File: src/rtl/loop_ctx_pkg.sv
package loop_ctx_pkg;
   typedef enum logic [1:0] {
      LOP_NONE = 2'd0,
      LOP_PUSH = 2'd1,
      LOP_POP  = 2'd2
   } lop_e;

   localparam logic [15:0] LCS_RSVD_DEFAULT =
      (16'h1 << 2) | (16'h1 << 7) | (((16'h1 << 6) - 16'h1) << 9);
endpackage

File: src/rtl/lcs_op_decode.sv
module lcs_op_decode
   import loop_ctx_pkg::*;
(
   input  logic sw_wr,
   input  logic sw_rd,
   input  logic do_push,
   input  logic loop_pop,
   input  logic lf,
   input  logic nl,
   output lop_e op,
   output logic sel_sw_data,
   output logic ovf_evt,
   output logic udf_evt
);
   logic full;
   assign full = lf & nl;

   always_comb begin
      op          = LOP_NONE;
      sel_sw_data = 1'b0;
      ovf_evt     = 1'b0;
      udf_evt     = 1'b0;
      if (sw_wr) begin
         op          = LOP_PUSH;
         sel_sw_data = 1'b1;
      end else if (sw_rd) begin
         op      = LOP_POP;
         udf_evt = ~lf;
      end else if (do_push) begin
         if (full) ovf_evt = 1'b1;
         else      op      = LOP_PUSH;
      end else if (loop_pop) begin
         op      = LOP_POP;
         udf_evt = ~lf;
      end
   end
endmodule

File: src/rtl/lcs_flags.sv
module lcs_flags
   import loop_ctx_pkg::*;
(
   input  logic clk,
   input  logic rst_n,
   input  lop_e op,
   input  logic ovf_evt,
   input  logic udf_evt,
   output logic lf,
   output logic nl,
   output logic ovf_q,
   output logic udf_q
);
   always_ff @(posedge clk) begin
      if (!rst_n) begin
         lf    <= 1'b0;
         nl    <= 1'b0;
         ovf_q <= 1'b0;
         udf_q <= 1'b0;
      end else begin
         ovf_q <= ovf_evt;
         udf_q <= udf_evt;
         case (op)
            LOP_PUSH: begin
               nl <= lf;
               lf <= 1'b1;
            end
            LOP_POP: begin
               lf <= nl;
               nl <= 1'b0;
            end
            default: ;
         endcase
      end
   end
endmodule

File: src/rtl/lcs_entries.sv
module lcs_entries
   import loop_ctx_pkg::*;
#(
   parameter int W            = 16,
   parameter int DEPTH        = 2,
   parameter bit CLEAR_ON_POP = 1'b1
) (
   input  logic         clk,
   input  logic         rst_n,
   input  lop_e         op,
   input  logic [W-1:0] din,
   output logic [W-1:0] top
);
   localparam int LAST = DEPTH - 1;

   for (genvar i = 0; i < DEPTH; i++) begin : g_ent
      logic [W-1:0] q;
      logic [W-1:0] from_above;
      logic [W-1:0] from_below;

      if (i == 0) begin : g_first
         assign from_above = din;
      end else begin : g_inner
         assign from_above = g_ent[i-1].q;
      end

      if (i == LAST) begin : g_last
         if (CLEAR_ON_POP) begin : g_clr
            assign from_below = '0;
         end else begin : g_keep
            assign from_below = q;
         end
      end else begin : g_mid
         assign from_below = g_ent[i+1].q;
      end

      always_ff @(posedge clk) begin
         if (!rst_n)                q <= '0;
         else if (op == LOP_PUSH)   q <= from_above;
         else if (op == LOP_POP)    q <= from_below;
      end
   end

   assign top = g_ent[0].q;
endmodule

File: src/rtl/lcs_mode_view.sv
module lcs_mode_view #(
   parameter int              MODE_W    = 16,
   parameter int              NL_BIT    = 15,
   parameter logic [MODE_W-1:0] RSVD_MASK = '0
) (
   input  logic [MODE_W-1:0] mode_in,
   input  logic              nl,
   output logic [MODE_W-1:0] view
);
   localparam logic [MODE_W-1:0] NL_MASK   = MODE_W'(1) << NL_BIT;
   localparam logic [MODE_W-1:0] PASS_MASK = ~(RSVD_MASK | NL_MASK);

   assign view = (mode_in & PASS_MASK) | (nl ? NL_MASK : '0);
endmodule

File: src/rtl/loop_ctx_stack.sv
module loop_ctx_stack
   import loop_ctx_pkg::*;
#(
   parameter int          W            = 16,
   parameter int          DEPTH        = 2,
   parameter int          MODE_W       = 16,
   parameter int          NL_BIT       = 15,
   parameter logic [15:0] RSVD_MASK    = LCS_RSVD_DEFAULT,
   parameter bit          CLEAR_ON_POP = 1'b1
) (
   input  logic          clk,
   input  logic          rst_n,
   input  logic          do_push_i,
   input  logic [W-1:0]  do_ctx_i,
   input  logic          loop_pop_i,
   input  logic          sw_wr_i,
   input  logic [W-1:0]  sw_wr_data_i,
   input  logic          sw_rd_i,
   input  logic [15:0]   mode_ctl_i,
   output logic [W-1:0]  tos_o,
   output logic          lf_o,
   output logic          nl_o,
   output logic [15:0]   mode_view_o,
   output logic          ovf_irq_o,
   output logic          underflow_o
);
   if (DEPTH != 2) begin : g_bad_depth
      $error("loop_ctx_stack: flag pair encodes exactly two levels");
   end
   if (W < 1) begin : g_bad_width
      $error("loop_ctx_stack: entry width must be positive");
   end
   if (MODE_W != 16) begin : g_bad_mode_w
      $error("loop_ctx_stack: mode view is 16 bits");
   end
   if (NL_BIT < 0 || NL_BIT >= MODE_W) begin : g_bad_nl_bit
      $error("loop_ctx_stack: nested flag position outside view");
   end else if (RSVD_MASK[NL_BIT]) begin : g_nl_rsvd
      $error("loop_ctx_stack: nested flag position is reserved");
   end

   lop_e         op;
   logic         sel_sw;
   logic         ovf_evt;
   logic         udf_evt;
   logic         lf;
   logic         nl;
   logic [W-1:0] top;
   logic [W-1:0] din;

   lcs_op_decode u_dec (
      .sw_wr       (sw_wr_i),
      .sw_rd       (sw_rd_i),
      .do_push     (do_push_i),
      .loop_pop    (loop_pop_i),
      .lf          (lf),
      .nl          (nl),
      .op          (op),
      .sel_sw_data (sel_sw),
      .ovf_evt     (ovf_evt),
      .udf_evt     (udf_evt)
   );

   lcs_flags u_flags (
      .clk     (clk),
      .rst_n   (rst_n),
      .op      (op),
      .ovf_evt (ovf_evt),
      .udf_evt (udf_evt),
      .lf      (lf),
      .nl      (nl),
      .ovf_q   (ovf_irq_o),
      .udf_q   (underflow_o)
   );

   assign din = sel_sw ? sw_wr_data_i : do_ctx_i;

   lcs_entries #(
      .W            (W),
      .DEPTH        (DEPTH),
      .CLEAR_ON_POP (CLEAR_ON_POP)
   ) u_ent (
      .clk   (clk),
      .rst_n (rst_n),
      .op    (op),
      .din   (din),
      .top   (top)
   );

   lcs_mode_view #(
      .MODE_W    (16),
      .NL_BIT    (NL_BIT),
      .RSVD_MASK (RSVD_MASK)
   ) u_view (
      .mode_in (mode_ctl_i),
      .nl      (nl),
      .view    (mode_view_o)
   );

   assign tos_o = lf ? top : '0;
   assign lf_o  = lf;
   assign nl_o  = nl;
endmodule

File: config.mk
export PLATFORM = sky130hd
export DESIGN_NAME = loop_ctx_stack
export DESIGN_NICKNAME = d
export VERILOG_FILES = /design/src/rtl/loop_ctx_pkg.sv /design/src/rtl/lcs_op_decode.sv /design/src/rtl/lcs_flags.sv /design/src/rtl/lcs_entries.sv /design/src/rtl/lcs_mode_view.sv /design/src/rtl/loop_ctx_stack.sv
export SDC_FILE = /design/constraint.sdc
export NUM_CORES = 1
export LEC_CHECK = 0
export ABC_AREA = 1
export BUFFER_PORTS_ARGS = -buffer_cell sky130_fd_sc_hd__buf_2
export CORE_MARGIN = 2
export CORE_UTILIZATION = 29
export DETAILED_ROUTE_END_ITERATION = 7
export MAX_ROUTING_LAYER = met4
export PLACE_DENSITY = 0.56
export SLEW_MARGIN = 20
export SYNTH_ARGS = -nofsm -noshare
export SYNTH_HDL_FRONTEND = slang
export SYNTH_SLANG_ARGS = --single-unit
export TNS_END_PERCENT = 20
File: constraint.sdc
create_clock -name clk -period 1.9 [get_ports clk]
set_input_delay 0 -clock clk [delete_from_list [all_inputs] [get_ports clk]]
set_output_delay 0 -clock clk [all_outputs]
set_load 0.005 [all_outputs]
==> results.cfg, run 1 <==
[floorplanning]
start_util_pct = 29.8
dieArea_um2 = 7630
dieHeight_um = 87.4
pin_count = 90
die_x_um = 87.4
row_count = 30
core_area_um2 = 6760

[clocking]
clkTransAtPathRegs_ns = 0.07
clk_latency_ns = 0.28
htreeDepth = 2
cts_tree = done
post-cts-setup-buffer-count = 0
clockBufferDepth = 2
cts_made_buffers = 5
clkSinkCount = 36
cts-root-buf = clkbuf_8

[worst_setup_path]
path_max_fanout = 16
cpMostUsedCell = a21oi_1
critical-path-top-delay-family = compound AO/OA/AOI/OAI gates
crit_path_end_kind = register
timing_worst_setup_path_type = register to register
critPathLaunchType = register
crit_path_max_incr_delay_ns = 0.39
path_buf_inv = 2
critPathArrivalTime_ns = 1.89
path_cells = nand2_1 -> a21oi_1 -> inv_1 -> ha_1 -> clkinv_2 -> a21oi_1 -> a21oi_1
cp_slowest_cell = dfxtp_1
crit_required_ns = 2.11

[placement]
post-dp-hpwl_um = 3240
place_inst = 424
portBuffers = 58
routabilityCongestion = 0.727

[global_routing]
grt_usage_pct = 13.7
grt_max_degree = 37
grt_pass1_vias = 1803
grt_pass1_wl_um = 8080
grt.overflow.total = 0
antenna_found_initial = 0

[routing]
antenna_left = 0
drcViolationCount = 0
num_vias = 1976
totalWireLength_um = 4760
wire_per_inst_um = 11.0
vias_per_cell = 4.57
drt_iter0_markers = 137
dr.pass1.iters = 4

[logic_synthesis]
synth_top_area_share_pct = 35.8
yosysSeqAreaShare_pct = 35.8
netlist-cell-type-count = 17
synth_seq_cells = 36
netlist_area_um2 = 2020
synthTopCellsByArea = dfxtp_1, a21oi_1, inv_1
synth_cells = 308
syn_avg_cell_area_um2 = 6.54
synth_warnings = 0
yosysTopAreaCell = dfxtp_1

[hold_path]
min_path_type = input pin to primary output

[timing]
rsz0062_at_grt = no
worstMarginPinSlew_ns = 0.526
period_minus_slack_ns = 1.67
max_freq_ghz = 0.598
skew_ns = 0.00140
setup-tns-final_ns = 0
slew_viol_final = 0
final-setup-viol-count = 0
max_slew_margin_pct = 65.0
hold_viol_final = 0
fin_crit_sh_pct = 88.1

[layout]
stdcell_count = 432
area_delta_synth_final_pct = 15.7
ff_latch_area_um2 = 721
nets = 408
multi_input_area_um2 = 856
drive_gt1_share_pct = 21.3
fill_cells = 769
diodes = 0

[status]
outcome = complete, no violations

[run]
max_cap_violations = 0

[pwr]
p_per_area_nw_per_um2 = 790
leakage_nw = 1.32
ir_drop_mv = 0.278
cells in the mapped netlist (all sizes together):
library cell	n
o21ai	34
ha	2
nor3	1
inv	57
dfxtp	36
nand3	17
nor2	23
buf	36
conb	1
a21oi	50
nand2	51
stage by stage:
step                utilization (%)  worst slack (ns)  cell area (um^2)  hold slack, ns  power (mW)
finish                         34.5             0.227              2330      0.00000198        1.84
global route                   34.5            0.0103              2330      0.00000798        1.98
detailed placement             33.0             0.152              2230       0.0000381        1.36
floorplan                         -             0.394              2040          0.0808        1.25
CTS                            34.3             0.138              2320       0.0000381        1.86
global placement               33.0             0.207              2230       0.0000381        1.35
per-layer routing:
layer / part of all wire [%] / wire length [um] / track usage, %
met1: 46 / 2200 / 16.5
met4: 0.97 / 46 / 3.92
met5: 0 / 0 / -
met3: 5.4 / 259 / 3.32
met2: 47 / 2260 / 22.7
report_power, final:
| part | switching (mW) | internal (mW) | leakage [nW] |
|---|---|---|---|
| registers | 0.0527 | 0.845 | 0.298 |
| clock network | 0.250 | 0.249 | 0.0410 |
| logic | 0.266 | 0.180 | 0.977 |
| total | 0.569 | 1.27 | 1.32 |
cell families after synthesis:
group	Yosys count	synth area share [%]
compound gates	84	20.9
fa+ha+maj	2	1.24
buf+inv	93	23.7
flops	36	35.8
other cells	1	0.186
simple gates	92	18.2
layout make-up:
cell class              count  share of cell area (%)
clock inverters             1                   0.215
flip-flops and latches     36                    30.9
well taps                  80                    4.29
repair buffers             66                    15.1
clock buffers               6                    3.11
multi-input cells         186                    36.7
inverters                  57                    9.66
state kept, by name, indices dropped and copies added, names as in the netlist:
name,cells
u_ent.g_ent.from_below,16
u_flags.lf,1
u_ent.top,16
u_flags.nl,1
u_flags.udf_q,1
u_flags.ovf_q,1
path summary, 6_finish.rpt:
kind | endpoint | slack [ns] | startpoint | depth (start not counted)
hold / removal | mode_view_o[5] | 0.000002 | mode_ctl_i[5] | 0
hold reg to reg | u_flags.ovf_q$_SDFF_PP0_ | 0.46 | u_flags.lf$_SDFFE_PN0P_ | 2
setup reg to reg | u_ent.top[13]$_SDFFE_PN0P_ | 0.23 | u_flags.nl$_SDFFE_PN0P_ | 7
setup / recovery | u_ent.top[13]$_SDFFE_PN0P_ | 0.23 | u_flags.nl$_SDFFE_PN0P_ | 7
cells in the final DEF, fill, tap and decap left out, drive strengths merged:
cell type	count
buf	65
inv	55
nand2	51
a21oi	50
dfxtp	36
o21ai	34
nor2	23
nand3	17
conb	8
clkbuf	6
clkinv	3
ha	2
nor3	1
dlygate4sd3	1
worst register-to-register path, cell delays in order (launching register included):
cell and delay (ns):
dfxtp_1 0.39, nand2_1 0.09, a21oi_1 0.28, inv_1 0.08, ha_1 0.27, clkinv_2 0.23
a21oi_1 0.11, a21oi_1 0.15
timing repair:
| item | CTS | global route |
|---|---|---|
| gates resized for setup | 0 | 5 |
| endpoints found under the hold margin | 1 | 0 |
| endpoints found under the setup margin | 0 | 20 |
| hold buffers | 1 | 0 |
No activity file was read; power rests on OpenSTA's default activity.
==> inputs of run 2 (changes only) <==
PLACE_DENSITY = default   (was 0.56)
==> results.cfg, run 2 (synthesis results as in run 1) <==
[status]
outcome = complete, no violations

[layout]
utilization_pct = 35.6
drive_gt1_share_pct = 21.8
nets = 408
ff_latch_area_um2 = 721
multi_input_area_um2 = 846
area_delta_synth_final_pct = 19.3
stdcell_count = 433
fill_cells = 764
mostFrequentLayoutCells = buf_2, inv_1, nand2_1, a21oi_1, dfxtp_1
final_common_cell = buf_2
diodes = 0

[routing]
wire_per_inst_um = 11.0
wl_met3_um = 217
drt_iter0_markers = 94
dr.pass1.iters = 4
route.layer.met1.wl_um = 2230
wl_met2_um = 2300
totalWireLength_um = 4780
num_vias = 1951
vias_per_cell = 4.51
highest_layer = met4
antenna_left = 0
drcViolationCount = 0

[global_routing]
grt_usage_pct = 13.4
grt_pass1_wl_um = 7990
grt_max_degree = 37
grt_pass1_vias = 1786
antenna_found_initial = 0
grt.overflow.total = 0

[worst_setup_path]
crit_required_ns = 2.08
critPathLaunchType = input pin
startpoint = sw_rd_i
crit_path_max_incr_delay_ns = 0.53
r2r_slack_ns = 0.28
path_max_fanout = 12
critical-path-top-delay-family = buffers and inverters
path_buf_inv = 5
critPathArrivalTime_ns = 1.89
path_depth = 10
ff2ff_path_depth = 7
r2r_start = u_flags.nl$_SDFFE_PN0P_
timing_worst_setup_path_type = input pin to register
r2r_end = u_ent.g_ent[0].from_below[12]$_SDFFE_PN0P_
cp_slowest_cell = dlygate4sd3_1
cp-endpoint = u_flags.lf$_SDFFE_PN0P_
path_cells = dlygate4sd3_1 -> buf_2 -> nor2_1 -> inv_1 -> nand2_1 -> inv_1 -> ha_1 -> buf_4 -> nor3_1 -> nor2_1
crit_path_end_kind = register

[clocking]
cts_tree = done
clkTransAtPathRegs_ns = 0.07
clk_latency_ns = 0.28
cts_made_buffers = 5
cts-root-buf = clkbuf_8
htreeDepth = 2
clkSinkCount = 36
clockBufferDepth = 2

[pwr]
fin_total_pwr_mw = 2.28
leakage_nw = 1.35
p_per_area_nw_per_um2 = 947
ir_drop_mv = 0.297

[placement]
portBuffers = 58
dp_slack_ns = 0.126
routabilityCongestion = 0.730
post-dp-hpwl_um = 3270
place_inst = 424

[floorplanning]
core_area_um2 = 6760
dieHeight_um = 87.4
die_x_um = 87.4
row_count = 30
dieArea_um2 = 7630
start_util_pct = 29.8
pin_count = 90

[timing]
worstMarginPinSlew_ns = 0.521
setup_ws_ns = 0.187
max_freq_ghz = 0.584
period_minus_slack_ns = 1.71
setup-tns-final_ns = 0
final-setup-viol-count = 0
fin_crit_sh_pct = 90.1
rsz0062_at_grt = yes
hold_viol_final = 0
slew_viol_final = 0
skew_ns = 0.00310
max_slew_margin_pct = 65.3

[run]
max_cap_violations = 0

[hold_path]
min_path_type = input pin to primary output
==> run 2: cell types whose count changed in the layout (fill, tap and decap cells not counted), sizes merged <==
cell and delta:
bufinv +3, clkinv -3, clkbuf -1, inv +2
==> run 2: worst min path at each step <==
stage,to,cells after the start,slack [ns],start
5_1_grt,mode_view_o[1],0,0.00002,mode_ctl_i[1]
3_3_place_gp,mode_view_o[6],0,0.00003,mode_ctl_i[6]
6_report,mode_view_o[4],0,0.000002,mode_ctl_i[4]
4_1_cts,mode_view_o[6],0,0.00003,mode_ctl_i[6]
3_5_place_dp,mode_view_o[6],0,0.00003,mode_ctl_i[6]
2_1_floorplan,mode_view_o[0],1,0.08,mode_ctl_i[0]
==> run 2: stage by stage <==
stage	area [um^2]	hold slack, ns
2_1_floorplan	2040	0.0808
3_3_place_gp	2230	0.0000346
3_5_place_dp	2230	0.0000346
4_1_cts	2400	0.0000346
5_1_grt	2400	0.0000159
6_report	2400	0.00000224
==> run 2: per-layer routing <==
layer | global-route usage, % | up-vias
li1 | - | 1021
met1 | 16.1 | 887
met2 | 22.7 | 37
met3 | 3.03 | 6
met4 | 3.36 | 0
met5 | - | -
==> run 2: layout make-up <==
type | count | share of cell area, %
Multi-Input combinational cell | 186 | 35.2
Tap cell | 80 | 4.16
Clock buffer | 5 | 2.86
Timing Repair Buffer | 66 | 14.7
Clock inverter | 3 | 3.75
Sequential cell | 36 | 30.0
Inverter | 57 | 9.42
==> run 2: report_power, final <==
group | switching, mW | total (mW) | internal (mW)
combinational | 0.267 | 0.444 | 0.177
clock | 0.277 | 0.934 | 0.657
sequential | 0.0537 | 0.898 | 0.845
==> run 2: timing repair <==
action,in CTS,in global routing
resized for setup,0,4
hold buffers,1,0
hold endpoints to repair,1,0
setup buffers,0,0
endpoints found under the setup margin,0,15
==> inputs of run 3 (changes only) <==
==> constraint.sdc (replaced) <==
create_clock -name clk -period 1.9 [get_ports clk]
set_input_delay 0.095 -clock clk [delete_from_list [all_inputs] [get_ports clk]]
set_output_delay 0.095 -clock clk [all_outputs]
set_load 0.005 [all_outputs]
==> results.cfg, run 3 (synthesis results as in run 1) <==
[status]
outcome = complete, no violations

[timing]
fin_crit_sh_pct = 85.6
rsz0062_at_grt = no
setup_ws_ns = 0.273
whs_ns = 0.0935
worstMarginPinSlew_ns = 0.527
slew_viol_final = 0
max_freq_ghz = 0.615
period_minus_slack_ns = 1.63
final-setup-viol-count = 0
skew_ns = 0.00162
setup-tns-final_ns = 0
max_slew_margin_pct = 64.9
hold_viol_final = 0

[routing]
drcViolationCount = 0
vias_per_cell = 4.53
antenna_left = 0
wire_per_inst_um = 10.9
num_vias = 1957
dr.pass1.iters = 5
drt_iter0_markers = 76
totalWireLength_um = 4720

[placement]
routabilityCongestion = 0.747
place_inst = 424
portBuffers = 58
post_dp_cell_area_um2 = 2230
post-dp-hpwl_um = 3210
dp_slack_ns = 0.112

[worst_setup_path]
cpMostUsedCell = a21oi_1
timing_worst_setup_path_type = register to register
crit_path_max_incr_delay_ns = 0.35
crit_path_end_kind = register
critPathLaunchType = register
path_buf_inv = 2
ff2ff_path_depth = 7
path_cells = nand2_1 -> a21oi_1 -> inv_1 -> ha_2 -> clkinv_2 -> a21oi_1 -> a21oi_1
crit_required_ns = 2.08
r2r_start = u_flags.nl$_SDFFE_PN0P_
cp_slowest_cell = dfxtp_1
r2r_end = u_ent.top[8]$_SDFFE_PN0P_
path_depth = 7
critPathArrivalTime_ns = 1.81
startpoint = u_flags.nl$_SDFFE_PN0P_
path_max_fanout = 16
cp-endpoint = u_ent.top[8]$_SDFFE_PN0P_
r2r_slack_ns = 0.27
critical-path-top-delay-family = compound AO/OA/AOI/OAI gates

[floorplanning]
core_area_um2 = 6760
dieArea_um2 = 7630
pin_count = 90
die_x_um = 87.4
start_util_pct = 29.8
dieHeight_um = 87.4
row_count = 30

[clocking]
cts_tree = done
clkTransAtPathRegs_ns = 0.07
htreeDepth = 2
hold_buffers = 0
clkSinkCount = 36
cts_made_buffers = 5
clockBufferDepth = 2
clk_latency_ns = 0.28
cts-root-buf = clkbuf_8

[layout]
final_cell_area_um2 = 2330
mostFrequentLayoutCells = buf_2, inv_1, nand2_1, a21oi_1, dfxtp_1
drive_gt1_share_pct = 21.9
final_common_cell = buf_2
stdcell_count = 432
area_delta_synth_final_pct = 15.5
nets = 407
diodes = 0
utilization_pct = 34.4

[pwr]
fin_total_pwr_mw = 1.90
ir_drop_mv = 0.242
p_per_area_nw_per_um2 = 816
leakage_nw = 1.32

[hold_path]
min_path_type = input pin to register
min_from = sw_rd_i

[run]
max_cap_violations = 0

[global_routing]
grt.overflow.total = 0
antenna_found_initial = 0
grt_pass1_wl_um = 8200
grt_max_degree = 37
grt_usage_pct = 13.8
grt_pass1_vias = 1849
## run 3: how the worst min path moves through the flow
| stage | cells after the start | slack, ns | end |
|---|---|---|---|
| after detailed placement | 0 | 0.19 | mode_view_o[6] |
| after global routing | 4 | 0.12 | u_flags.ovf_q$_SDFF_PP0_ |
| final | 4 | 0.09 | u_flags.ovf_q$_SDFF_PP0_ |
| after floorplan | 2 | 0.23 | u_ent.top[0]$_SDFFE_PN0P_ |
| after CTS | 4 | 0.08 | u_flags.ovf_q$_SDFF_PP0_ |
| after global placement | 0 | 0.19 | mode_view_o[6] |
## run 3: layer usage
layer	share of wire (%)	vias up	routed length [um]	global-route usage [%]
li1	-	1019	-	-
met1	48	886	2250	16.7
met2	47	46	2230	22.9
met3	4.4	6	209	3.79
met4	0.72	0	34	3.36
met5	0	-	0	-
## run 3: layout make-up
| type | count | area, um^2 |
|---|---|---|
| well taps | 80 | 100 |
| clock buffers | 6 | 82.6 |
| fillers | 769 | 4430 |
| inverters | 57 | 225 |
| flip-flops and latches | 36 | 721 |
| multi-input cells | 186 | 846 |
| repair buffers | 65 | 343 |
| clock inverters | 2 | 10.0 |
## run 3: timing repair
action,CTS,global route
gates resized for setup,0,3
endpoints found under the setup margin,0,25
setup buffers,0,0
## run 3: power by group
| group | total (mW) | leakage [nW] | switching (mW) | internal [mW] |
|---|---|---|---|---|
| Clock | 0.561 | 0.0510 | 0.271 | 0.289 |
| Combinational | 0.440 | 0.971 | 0.264 | 0.175 |
| Sequential | 0.899 | 0.298 | 0.0542 | 0.845 |
| Total | 1.90 | 1.32 | 0.590 | 1.31 |
## run 3: worst register-to-register path, stage by stage, from the launching register on
cell,delay [ns]
dfxtp_1,0.35
nand2_1,0.10
a21oi_1,0.10
inv_1,0.08
ha_2,0.31
clkinv_2,0.29
a21oi_1,0.22
a21oi_1,0.08
